## src/rtl/lc_pkg.sv

```systemverilog
package lc_pkg;

  localparam int DW = 8;

  typedef enum logic [2:0] {
    ST_IDLE,
    ST_ADDR,
    ST_SUB,
    ST_WR,
    ST_RD,
    ST_ACK,
    ST_MACK,
    ST_SKIP
  } lc_state_t;

  typedef struct packed {
    logic       sc_5v;
    logic [4:0] dly_sel;
  } lc_timing_t;

  typedef struct packed {
    logic       cor_en;
    logic       pk_dly_en;
    logic       low_fc;
    logic [3:0] pk_code;
  } lc_peak_t;

  // True when addr lies inside the window of n registers starting at base.
  function automatic logic lc_in_range(input logic [7:0] addr,
                                       input logic [7:0] base,
                                       input int n);
    return (addr >= base) && (int'(addr) < int'(base) + n);
  endfunction

  // Bits that a register can hold; the rest are forced to zero.
  function automatic logic [7:0] lc_keep_mask(input int idx);
    case (idx)
      0:       return 8'b0101_1111;
      1:       return 8'b1110_1111;
      default: return 8'hFF;
    endcase
  endfunction

  // Sum of the selected delay sections in ns.
  function automatic logic [10:0] lc_delay_ns(input logic [4:0] sel);
    logic [10:0] s;
    s = 11'd0;
    if (sel[0]) s = s + 11'd45;
    if (sel[1]) s = s + 11'd90;
    if (sel[2]) s = s + 11'd180;
    if (sel[3]) s = s + 11'd180;
    if (sel[4]) s = s + 11'd450;
    return s;
  endfunction

  // Peaking gain in dB: code 0 is +9, each code step lowers it by 1.
  function automatic logic signed [4:0] lc_peak_db(input logic [3:0] code);
    return 5'sd9 - $signed({1'b0, code});
  endfunction

endpackage

```

## src/rtl/lc_sync.sv

```systemverilog
module lc_sync #(
  parameter int STAGES = 2
) (
  input  logic clk,
  input  logic rst_n,
  input  logic scl_i,
  input  logic sda_i,
  output logic scl_s,
  output logic sda_s,
  output logic scl_rise,
  output logic scl_fall,
  output logic start_ev,
  output logic stop_ev
);

  logic [STAGES-1:0] scl_sr, sda_sr;
  logic              scl_q, sda_q;

  always_ff @(posedge clk or negedge rst_n) begin
    if (!rst_n) begin
      scl_sr <= '1;
      sda_sr <= '1;
      scl_q  <= 1'b1;
      sda_q  <= 1'b1;
    end else begin
      scl_sr <= {scl_sr[STAGES-2:0], scl_i};
      sda_sr <= {sda_sr[STAGES-2:0], sda_i};
      scl_q  <= scl_sr[STAGES-1];
      sda_q  <= sda_sr[STAGES-1];
    end
  end

  assign scl_s    = scl_sr[STAGES-1];
  assign sda_s    = sda_sr[STAGES-1];
  assign scl_rise = scl_s & ~scl_q;
  assign scl_fall = ~scl_s & scl_q;
  assign start_ev = scl_s & scl_q & sda_q & ~sda_s;
  assign stop_ev  = scl_s & scl_q & ~sda_q & sda_s;

endmodule

```

## src/rtl/lc_i2c_fsm.sv

```systemverilog
module lc_i2c_fsm
  import lc_pkg::*;
#(
  parameter logic [6:0] ADDR7 = 7'b1000100,
  parameter logic [7:0] BASE  = 8'h10,
  parameter int         NREG  = 2
) (
  input  logic       clk,
  input  logic       rst_n,
  input  logic       scl_s,
  input  logic       sda_s,
  input  logic       scl_rise,
  input  logic       scl_fall,
  input  logic       start_ev,
  input  logic       stop_ev,
  input  logic [7:0] rd_data,
  output logic [7:0] ptr,
  output logic       wr_en,
  output logic [7:0] wr_addr,
  output logic [7:0] wr_data,
  output logic       sda_oe
);

  lc_state_t   state, nxt;
  logic [1:0]  ph;
  logic [2:0]  cnt;
  logic [7:0]  sh;
  logic        ack_flag;

  // Named internal events
  logic [7:0]  byte_in;
  logic        rx_state;
  logic        byte_done;
  logic        addr_hit;
  logic        sub_ok;
  logic        ptr_ok;

  assign byte_in   = {sh[6:0], sda_s};
  assign rx_state  = (state == ST_ADDR) || (state == ST_SUB) || (state == ST_WR);
  assign byte_done = rx_state && scl_rise && (cnt == 3'd7);
  assign addr_hit  = (byte_in[7:1] == ADDR7);
  assign sub_ok    = lc_in_range(byte_in, BASE, NREG);
  assign ptr_ok    = lc_in_range(ptr, BASE, NREG);

  always_ff @(posedge clk or negedge rst_n) begin
    if (!rst_n) begin
      state    <= ST_IDLE;
      nxt      <= ST_IDLE;
      ph       <= 2'd0;
      cnt      <= 3'd0;
      sh       <= 8'd0;
      ack_flag <= 1'b0;
      ptr      <= BASE;
      wr_en    <= 1'b0;
      wr_addr  <= 8'd0;
      wr_data  <= 8'd0;
      sda_oe   <= 1'b0;
    end else begin
      wr_en <= 1'b0;
      if (start_ev) begin
        state  <= ST_ADDR;
        cnt    <= 3'd0;
        ph     <= 2'd0;
        sda_oe <= 1'b0;
      end else if (stop_ev) begin
        state  <= ST_IDLE;
        sda_oe <= 1'b0;
      end else begin
        case (state)
          ST_ADDR, ST_SUB, ST_WR: begin
            if (scl_rise) begin
              sh  <= byte_in;
              cnt <= cnt + 3'd1;
            end
            if (byte_done) begin
              state <= ST_ACK;
              ph    <= 2'd0;
              if (state == ST_ADDR) begin
                ack_flag <= addr_hit;
                nxt      <= !addr_hit ? ST_SKIP : (byte_in[0] ? ST_RD : ST_SUB);
              end else if (state == ST_SUB) begin
                ptr      <= byte_in;
                ack_flag <= sub_ok;
                nxt      <= ST_WR;
              end else begin
                ack_flag <= ptr_ok;
                nxt      <= ST_WR;
                if (ptr_ok) begin
                  wr_en   <= 1'b1;
                  wr_addr <= ptr;
                  wr_data <= byte_in;
                  ptr     <= ptr + 8'd1;
                end
              end
            end
          end
          ST_ACK: begin
            if (scl_fall) begin
              if (ph == 2'd0) begin
                sda_oe <= ack_flag;
                ph     <= 2'd1;
              end else begin
                ph    <= 2'd0;
                cnt   <= 3'd0;
                state <= nxt;
                if (nxt == ST_RD) begin
                  sh     <= rd_data;
                  sda_oe <= ~rd_data[7];
                end else begin
                  sda_oe <= 1'b0;
                end
              end
            end
          end
          ST_RD: begin
            if (scl_fall) begin
              sh     <= {sh[6:0], 1'b0};
              sda_oe <= ~sh[6];
            end
            if (scl_rise) begin
              cnt <= cnt + 3'd1;
              if (cnt == 3'd7) begin
                state <= ST_MACK;
                ph    <= 2'd0;
                ptr   <= ptr + 8'd1;
              end
            end
          end
          ST_MACK: begin
            if (scl_fall && ph == 2'd0) begin
              sda_oe <= 1'b0;
              ph     <= 2'd1;
            end else if (scl_rise && ph == 2'd1) begin
              if (!sda_s) ph <= 2'd2;
              else        state <= ST_SKIP;
            end else if (scl_fall && ph == 2'd2) begin
              sh     <= rd_data;
              sda_oe <= ~rd_data[7];
              cnt    <= 3'd0;
              ph     <= 2'd0;
              state  <= ST_RD;
            end
          end
          default: ;
        endcase
      end
    end
  end

  // the slave only starts pulling SDA while SCL is low
  a_r10_oe_rise_scl_low: assert property (@(posedge clk) disable iff (!rst_n)
    $rose(sda_oe) |-> !scl_s);

  // no drive while idle or ignoring a foreign transfer
  a_r2_quiet_when_unaddressed: assert property (@(posedge clk) disable iff (!rst_n)
    (state == ST_IDLE || state == ST_SKIP) |-> !sda_oe);

endmodule

```

## src/rtl/lc_regfile.sv

```systemverilog
module lc_regfile
  import lc_pkg::*;
#(
  parameter logic [7:0] BASE    = 8'h10,
  parameter int         NREG    = 2,
  parameter logic [7:0] RST_VAL = 8'h01
) (
  input  logic              clk,
  input  logic              rst_n,
  input  logic              wr_en,
  input  logic [7:0]        wr_addr,
  input  logic [7:0]        wr_data,
  input  logic [7:0]        rd_addr,
  output logic [7:0]        rd_data,
  output logic [NREG*8-1:0] regs_flat
);

  for (genvar g = 0; g < NREG; g++) begin : g_reg
    localparam logic [7:0] ADR  = BASE + 8'(g);
    localparam logic [7:0] KEEP = lc_keep_mask(g);
    logic [7:0] r_q;

    always_ff @(posedge clk or negedge rst_n) begin
      if (!rst_n)                            r_q <= RST_VAL & KEEP;
      else if (wr_en && (wr_addr == ADR))    r_q <= wr_data & KEEP;
    end

    assign regs_flat[g*8 +: 8] = r_q;

    // bits outside the keep mask never hold a one
    a_r6_fixed_zero: assert property (@(posedge clk) disable iff (!rst_n)
      (r_q & ~KEEP) == 8'd0);
  end

  always_comb begin
    rd_data = 8'hFF;
    for (int i = 0; i < NREG; i++) begin
      if (rd_addr == BASE + 8'(i)) rd_data = regs_flat[i*8 +: 8];
    end
  end

  // the protocol side only requests writes inside the register window
  a_r3_write_in_range: assert property (@(posedge clk) disable iff (!rst_n)
    wr_en |-> lc_in_range(wr_addr, BASE, NREG));

  // registers change only on a write request
  a_r4_regs_hold: assert property (@(posedge clk) disable iff (!rst_n)
    !wr_en |=> $stable(regs_flat));

endmodule

```

## src/rtl/lumactl_i2c_port.sv

```systemverilog
module lumactl_i2c_port
  import lc_pkg::*;
#(
  parameter logic [6:0] ADDR7       = 7'b1000100,
  parameter logic [7:0] BASE        = 8'h10,
  parameter int         NREG        = 2,
  parameter logic [7:0] RST_VAL     = 8'h01,
  parameter int         SYNC_STAGES = 2
) (
  input  logic              clk,
  input  logic              rst_n,
  input  logic              scl_i,
  input  logic              sda_i,
  output logic              sda_oe,
  output logic              sc_5v,
  output logic [4:0]        dly_sel,
  output logic [10:0]       delay_ns,
  output logic              cor_en,
  output logic              pk_dly_en,
  output logic              low_fc,
  output logic [3:0]        pk_code,
  output logic signed [4:0] peak_db
);

  logic scl_s, sda_s, scl_rise, scl_fall, start_ev, stop_ev;
  logic [7:0] ptr, wr_addr, wr_data, rd_data;
  logic       wr_en;
  logic [NREG*8-1:0] regs_flat;
  lc_timing_t tim;
  lc_peak_t   pk;

  lc_sync #(.STAGES(SYNC_STAGES)) u_sync (
    .clk(clk), .rst_n(rst_n), .scl_i(scl_i), .sda_i(sda_i),
    .scl_s(scl_s), .sda_s(sda_s), .scl_rise(scl_rise), .scl_fall(scl_fall),
    .start_ev(start_ev), .stop_ev(stop_ev)
  );

  lc_i2c_fsm #(.ADDR7(ADDR7), .BASE(BASE), .NREG(NREG)) u_fsm (
    .clk(clk), .rst_n(rst_n), .scl_s(scl_s), .sda_s(sda_s),
    .scl_rise(scl_rise), .scl_fall(scl_fall), .start_ev(start_ev), .stop_ev(stop_ev),
    .rd_data(rd_data), .ptr(ptr), .wr_en(wr_en), .wr_addr(wr_addr),
    .wr_data(wr_data), .sda_oe(sda_oe)
  );

  lc_regfile #(.BASE(BASE), .NREG(NREG), .RST_VAL(RST_VAL)) u_regs (
    .clk(clk), .rst_n(rst_n), .wr_en(wr_en), .wr_addr(wr_addr),
    .wr_data(wr_data), .rd_addr(ptr), .rd_data(rd_data), .regs_flat(regs_flat)
  );

  // Field decode of the timing and peaking registers
  assign tim = '{sc_5v: regs_flat[6], dly_sel: regs_flat[4:0]};
  assign pk  = '{cor_en: regs_flat[15], pk_dly_en: regs_flat[14],
                 low_fc: regs_flat[13], pk_code: regs_flat[11:8]};

  assign sc_5v     = tim.sc_5v;
  assign dly_sel   = tim.dly_sel;
  assign delay_ns  = lc_delay_ns(tim.dly_sel);
  assign cor_en    = pk.cor_en;
  assign pk_dly_en = pk.pk_dly_en;
  assign low_fc    = pk.low_fc;
  assign pk_code   = pk.pk_code;
  assign peak_db   = lc_peak_db(pk.pk_code);

endmodule

```

## config.mk

```make
export PLATFORM = sky130hd
export DESIGN_NAME = lumactl_i2c_port
export DESIGN_NICKNAME = d
export VERILOG_FILES = /design/src/rtl/lc_pkg.sv /design/src/rtl/lc_sync.sv /design/src/rtl/lc_i2c_fsm.sv /design/src/rtl/lc_regfile.sv /design/src/rtl/lumactl_i2c_port.sv
export SDC_FILE = /design/constraint.sdc
export NUM_CORES = 1
export LEC_CHECK = 0
export BUFFER_PORTS_ARGS = -buffer_cell sky130_fd_sc_hd__buf_2
export CAP_MARGIN = 15
export CORE_MARGIN = 2
export CORE_UTILIZATION = 50
export DETAILED_ROUTE_END_ITERATION = 10
export PLACE_DENSITY = 0.7
export SYNTH_ARGS = -nofsm -noshare
export SYNTH_HDL_FRONTEND = slang
export SYNTH_SLANG_ARGS = --single-unit
export TNS_END_PERCENT = 50
```

## constraint.sdc

```tcl
create_clock -name clk -period 2.8 [get_ports clk]
set_input_delay 0 -clock clk [delete_from_list [all_inputs] [get_ports clk]]
set_output_delay 0 -clock clk [all_outputs]
set_load 0.01 [all_outputs]
```

==> results of run 1 <==
[timing repair]
action	in CTS	in global routing
gates resized for setup	6	17
hold buffers	3	0
setup buffers	5	2
hold endpoints to repair	28	0
setup endpoints to repair	5	6
pin swaps	5	8
[sequential cells by signal, summed over array words and instances, names as in the netlist]
name / count
u_fsm.nxt: 3
u_sync.scl_sr: 2
u_fsm.ptr: 8
u_fsm.sda_oe: 1
u_fsm.state: 3
u_fsm.wr_en: 1
u_sync.sda_q: 1
u_fsm.ack_flag: 1
u_sync.sda_sr: 2
u_fsm.ph: 2
u_fsm.wr_data: 8
u_sync.scl_q: 1
u_fsm.wr_addr: 8
u_regs.g.r_q: 13
u_fsm.sh: 7
u_fsm.cnt: 3
[cell usage after synthesis, drive strengths merged, types with 3 or more instances]
| cell | instances |
|---|---|
| mux2 | 15 |
| o21ai | 37 |
| a21oi | 29 |
| nand2b | 13 |
| o22ai | 10 |
| nor4 | 3 |
| xor2 | 11 |
| a31oi | 10 |
| nor2b | 6 |
| or2 | 3 |
| clkbuf | 16 |
| nand3b | 3 |
| nor3b | 12 |
| dfrtp | 55 |
| nand4 | 6 |
| and2 | 10 |
| inv | 23 |
| buf | 11 |
| nand2 | 43 |
| ha | 12 |
| o22a | 3 |
| nand3 | 11 |
| o21bai | 4 |
| a21o | 5 |
| mux2i | 11 |
| dfstp | 9 |
| nor2 | 24 |
| xnor2 | 7 |
| nor3 | 12 |
[area by class of cell]
cell class | count | share of cell area
inverters | 23 | 0.01855
clock buffers | 9 | 0.02662
repair buffers | 56 | 0.07421
multi-input cells | 329 | 0.4891
clock inverters | 7 | 0.01721
flip-flops and latches | 64 | 0.3469
well taps | 102 | 0.02743
[worst max-delay path by stage]
stage,startpoint,to,slack (ns),depth (start not counted)
floorplan,u_regs.g_reg[0].r_q[1],delay_ns[9],0.05,11
global placement,u_regs.g_reg[0].r_q[0],delay_ns[9],0.10,11
global route,u_regs.g_reg[0].r_q[0],delay_ns[9],-0.27,11
finish,u_regs.g_reg[0].r_q[0],delay_ns[8],-0.16,11
CTS,u_regs.g_reg[0].r_q[0],delay_ns[9],-0.18,11
detailed placement,u_regs.g_reg[0].r_q[0],delay_ns[9],0.01,11
[power by group through the flow]
stage / registers, mW / logic [mW] / clock network [mW]
after floorplan: 1.15 / 0.535 / 0
after global placement: 1.27 / 0.577 / 0
after detailed placement: 1.27 / 0.593 / 0
after CTS: 1.25 / 0.600 / 0.824
after global routing: 1.28 / 0.677 / 0.869
final: 1.26 / 0.602 / 0.810
[layout by cell type, fill, tap and decap left out, types with 4 or more instances in the layout]
cell,instances
buf_2,33
a21oi_1,29
a21o_1,4
clkbuf_8,9
ha_1,10
o21bai_1,4
nand2b_1,13
and2_1,8
o21ai_0,32
mux2i_1,11
buf_4,20
xnor2_1,6
nand2_1,42
nor2_1,23
nand3_1,11
nand4_1,6
dfrtp_1,54
nor3b_1,12
dfstp_2,9
xor2_1,9
a31oi_1,8
o22ai_1,9
nor3_1,10
inv_1,22
mux2_2,15
nor2b_1,6
o21ai_1,5
[through the flow]
step                instance area [sq um]  instances  hold slack [ns]  utilization  setup slack (ns)
CTS                                  4538        588           0.2205       0.5873           -0.1797
floorplan                            3974        443          -0.2956            -           0.04557
finish                               4653        590           0.2056       0.6022           -0.1574
global route                         4653        590           0.2763       0.6022           -0.2672
global placement                     4239        564          0.07052       0.5486            0.1002
detailed placement                   4239        564          0.06868       0.5486           0.01005
[critical path, stage by stage (launching register included)]
cell,delay (ns)
dfstp_2,0.56
ha_4,0.14
a21bo_4,0.23
and2_4,0.16
ha_4,0.16
or4_4,0.41
and2_4,0.17
xor2_2,0.14
o22ai_2,0.22
nand3_1,0.12
xor2_1,0.16
buf_2,0.15
[logic make-up (layout without fill, tap and decap cells)]
group / Yosys count / after routing / share of synthesized area
buffers and inverters: 50 / 95 / 0.05323
multiplexers: 26 / 26 / 0.07024
AO/OA/AOI/OAI: 117 / 117 / 0.1836
flip-flops: 64 / 64 / 0.4060
XOR/XNOR: 18 / 18 / 0.03968
adder cells (fa/ha/maj): 12 / 12 / 0.03779
AND/OR/NAND/NOR: 156 / 156 / 0.2095
[routing by layer]
layer	routed length, microns	GRT usage	up-vias
li1	-	-	1650
met1	4361	0.3160	1622
met2	4312	0.3351	62
met3	266	0.03465	10
met4	121	0.07475	0
met5	0	0	-
==> results.toml, run 1 <==
[die]
dieHeight_microns = 93.14
dieArea_sq_mm = 0.008674
die_w_microns = 93.14
core_sq_mm = 0.007727
num_io_pins = 34
rows = 32
initial_core_util = 0.5141

[clocking]
cts_buffers = 9
clk_pin_slew_worst_paths_ns = 0.08
clock_sinks = 64
cts_tree = "yes"
clock_latency_ns = 0.35
ctsLongestPathBuffers = 2
cts-root-buf = "clkbuf_8"
cts.htree.levels = 3

[drt]
drt-initial-drc-count = 193
vias = 3344
avgViaCountPerCell = 5.668
ant_nets = 0
drc = 0
first_pass_iters = 4
wl_per_cell_microns = 15.36
wl_microns = 9061

[setup_path]
crit_fanout = 4
path_class = "flip-flop to primary output"
rrSetupSlack_ns = 0.57
critical_path_required_ns = 2.80
critPathLaunchType = "flip-flop"
end_kind = "primary output"
worstRegToRegCells = 5
rr_endpoint = "u_fsm.ptr[0]"
critPathArrivalTime_ns = 2.96
r2r_start = "u_fsm.ptr[4]"

[global_route]
grt_usage = 0.2185
grt_max_degree = 31
grt_first_pass_wirelength_microns = 15130
overflow = 0
antenna_found_initial = 0
grt_pass1_vias = 3172

[sta]
max_freq_mhz = 338.1
final-hold-violation-count = 0
setup_tns_ns = -0.3501
rsz0062_at_grt = "yes"
fin_ws_ns = -0.1574
fin_crit_ns = 2.957
timing.final.crit_share = 1.056
clock-skew-final_ns = 0.009430
worst_pin_slew_ns = 0.7047
final_max_slew_viol_count = 0
setup_viol = 3
slew_headroom = 0.5302

[power]
p_total_mw = 2.673
intPower_mw = 1.753
power-per-cell-area_mw_per_mm2 = 574.5
p_sw_mw = 0.9203
vdd_drop_max_mv = 0.3968
p_comb_frac = 0.225
power_frac_seq = 0.472
clkPwrFrac = 0.303
p_leak_nw = 2.085
power.share.switching = 0.3443

[final_layout]
syn_to_final_growth_pct = 17.13
multi_input_area_sq_mm = 0.002276
seq_area_sq_mm = 0.001614
n_fill_cell = 666
nets = 499
drive_above_1_share = 0.2480
num_antenna_cells = 0

[yosys]
avgSynthCellArea_sq_um = 8.967
synthCells = 443
netlist_top_cells_area = "dfrtp_1, dfstp_2, mux2_2"
ys.flop_type = "dfrtp_1"
yosysTopAreaCell = "dfrtp_1"
syn-num-nets = 459
synth-seq-area-share = 0.4060
synth-edff-count = 0
yosysWarnings = 0
yosys.area.top_type_share = 0.3465
async_flop_share = 1.000
synth_area_sq_mm = 0.003973
synthDistinctLibCells = 59
ys_seq_elements = 64

[place]
portBuffers = 33
gp_congestion = 0.8991
hpwlAfterDp_microns = 6260

[status]
violations = "setup timing"
outcome = "finished, violations left"

[flow_run]
max-cap-violations = 0

[hold_path]
holdCritPathClass = "input pin to asynchronous set/reset pin"
Note: power is estimated with default switching activity, not from simulation.
==> run 2, diff against run 1 <==
--- a/config.mk
+++ b/config.mk
@@ -8,9 +8,9 @@
 export BUFFER_PORTS_ARGS = -buffer_cell sky130_fd_sc_hd__buf_2
 export CAP_MARGIN = 15
 export CORE_MARGIN = 2
-export CORE_UTILIZATION = 50
+export CORE_UTILIZATION = 54
 export DETAILED_ROUTE_END_ITERATION = 10
-export PLACE_DENSITY = 0.7
+export PLACE_DENSITY = 0.75
 export SYNTH_ARGS = -nofsm -noshare
 export SYNTH_HDL_FRONTEND = slang
 export SYNTH_SLANG_ARGS = --single-unit
==> run 2 against run 1 <==
Effect of this change: the run still ends with setup timing left; cell count fell by 1.4%; sequential share of layout area rose by 0.52 points; register-to-register slack barely moved; clock-buffer cell count did not move; highest routed layer unchanged; hold slack improved by 0.056 ns; worst setup slack got worse by 0.10 ns; first-iteration DRC count rose by 25%.
==> results.toml, run 2 (synthesis gave the netlist of run 1 again) <==
[place]
gp_congestion = 0.9470
place_area_sq_mm = 0.004235
dpl.cell_count = 561
hpwlAfterDp_microns = 6274
portBuffers = 33

[setup_path]
rrSetupSlack_ns = 0.58
critical_path_required_ns = 2.80
end_kind = "primary output"
critPathArrivalTime_ns = 3.06
crit_fanout = 3
path_class = "flip-flop to primary output"
crit_path_start = "u_regs.g_reg[0].r_q[0]"
critPathLaunchType = "flip-flop"
r2r_start = "u_fsm.state[2]"

[final_layout]
nets = 494
final_cell_mix = "dfrtp_1, nand2_1, buf_2, o21ai_0, a21oi_1"
n_fill_cell = 606
drive_above_1_share = 0.2340
syn_to_final_growth_pct = 15.40
design_area_sq_mm = 0.004584
num_antenna_cells = 0
fin_util = 0.6389
regMostFlops = "u_regs.g.r_q"
largest_reg_flops = 13
final_common_cell = "dfrtp_1"
fin_cells = 582

[drt]
drc = 0
ant_nets = 0
drt-initial-drc-count = 241
vias = 3317
first_pass_iters = 4
wl_per_cell_microns = 14.92
wl_microns = 8682
avgViaCountPerCell = 5.699

[sta]
setup_viol = 5
max_freq_mhz = 326.8
timing.final.crit_share = 1.093
slew_headroom = 0.4920
final_max_slew_viol_count = 0
clock-skew-final_ns = 0.009207
final-hold-violation-count = 0
whs_ns = 0.2619
worst_pin_slew_ns = 0.7620
rsz0062_at_grt = "yes"
fin_ws_ns = -0.2595
fin_crit_ns = 3.060

[global_route]
antenna_found_initial = 0
grt_pass1_vias = 3182
grt_first_pass_wirelength_microns = 14500
overflow = 0
grt_max_degree = 37
grt_usage = 0.2201

[power]
vdd_drop_max_mv = 0.5150
power-per-cell-area_mw_per_mm2 = 603.7
p_leak_nw = 2.080

[status]
outcome = "finished, violations left"
violations = "setup timing"

[clocking]
cts-root-buf = "clkbuf_8"
cts.htree.levels = 3
ctsLongestPathBuffers = 2
clk_pin_slew_worst_paths_ns = 0.08
clock_latency_ns = 0.35
cts_buffers = 9
clock_sinks = 64
cts_tree = "yes"

[hold_path]
holdCritPathClass = "input pin to asynchronous set/reset pin"

[die]
die_w_microns = 89.77
core_sq_mm = 0.007176
dieHeight_microns = 89.77
rows = 31
initial_core_util = 0.5536
dieArea_sq_mm = 0.008059
num_io_pins = 34

[flow_run]
max-cap-violations = 0
## run 2: what timing repair did
| item | CTS | global route |
|---|---|---|
| hold endpoints to repair | 30 | 0 |
| buffers inserted | 1 | 1 |
| gates resized for setup | 7 | 8 |
| pin swaps | 7 | 8 |
| hold buffers | 3 | 0 |
| setup endpoints to repair | 5 | 6 |
## run 2: final cells by class
cell class / count / area, sq um / area share
Multi-Input combinational cell: 329 / 2226 / 0.4855
Sequential cell: 64 / 1614 / 0.3521
Timing Repair Buffer: 51 / 307.8 / 0.06714
Clock buffer: 9 / 123.9 / 0.02702
Tap cell: 99 / 123.9 / 0.02702
Clock inverter: 7 / 102.6 / 0.02238
Inverter: 23 / 86.33 / 0.01883
## run 2: metal layers
metal  track usage  up-vias  wire [microns]
met5             0        -               0
met4       0.07564        0             118
met3       0.04610       13             446
met2        0.3592       77            4127
met1        0.2940     1590            3989
li1              -     1637               -
## run 2: worst max-delay path: stages (launching register included)
cell and delay [ns]:
dfstp_2 0.56, ha_4 0.20, nand3b_1 0.17, and2_1 0.18
ha_2 0.18, or4_4 0.48, and2_4 0.16, xor2_2 0.14
o22ai_2 0.22, a31oi_2 0.12, xor2_1 0.16, buf_2 0.14
## run 2: through the flow
step	total power, mW	setup WS (ns)	setup TNS, ns
floorplan	1.688	0.04557	0
global placement	1.843	0.1139	0
detailed placement	1.870	0.008375	0
CTS	2.777	-0.2864	-0.9620
global route	2.917	-0.3764	-1.525
finish	2.768	-0.2595	-0.8747
## run 2: worst paths after layout
path	to	cells after the start
max	delay_ns[9]	11
min	u_fsm.state[1]	2
max reg2reg	u_fsm.state[0]	6
min reg2reg	u_sync.scl_sr[1]	0
max in group asynchronous	u_regs.g_reg[1].r_q[0]	3
min in group clk	u_sync.sda_sr[0]	2
## run 2: power by group
part           internal (mW)  total (mW)  switching [mW]
sequential              1.05        1.27           0.214
combinational          0.283       0.599           0.315
clock                  0.511       0.902           0.391
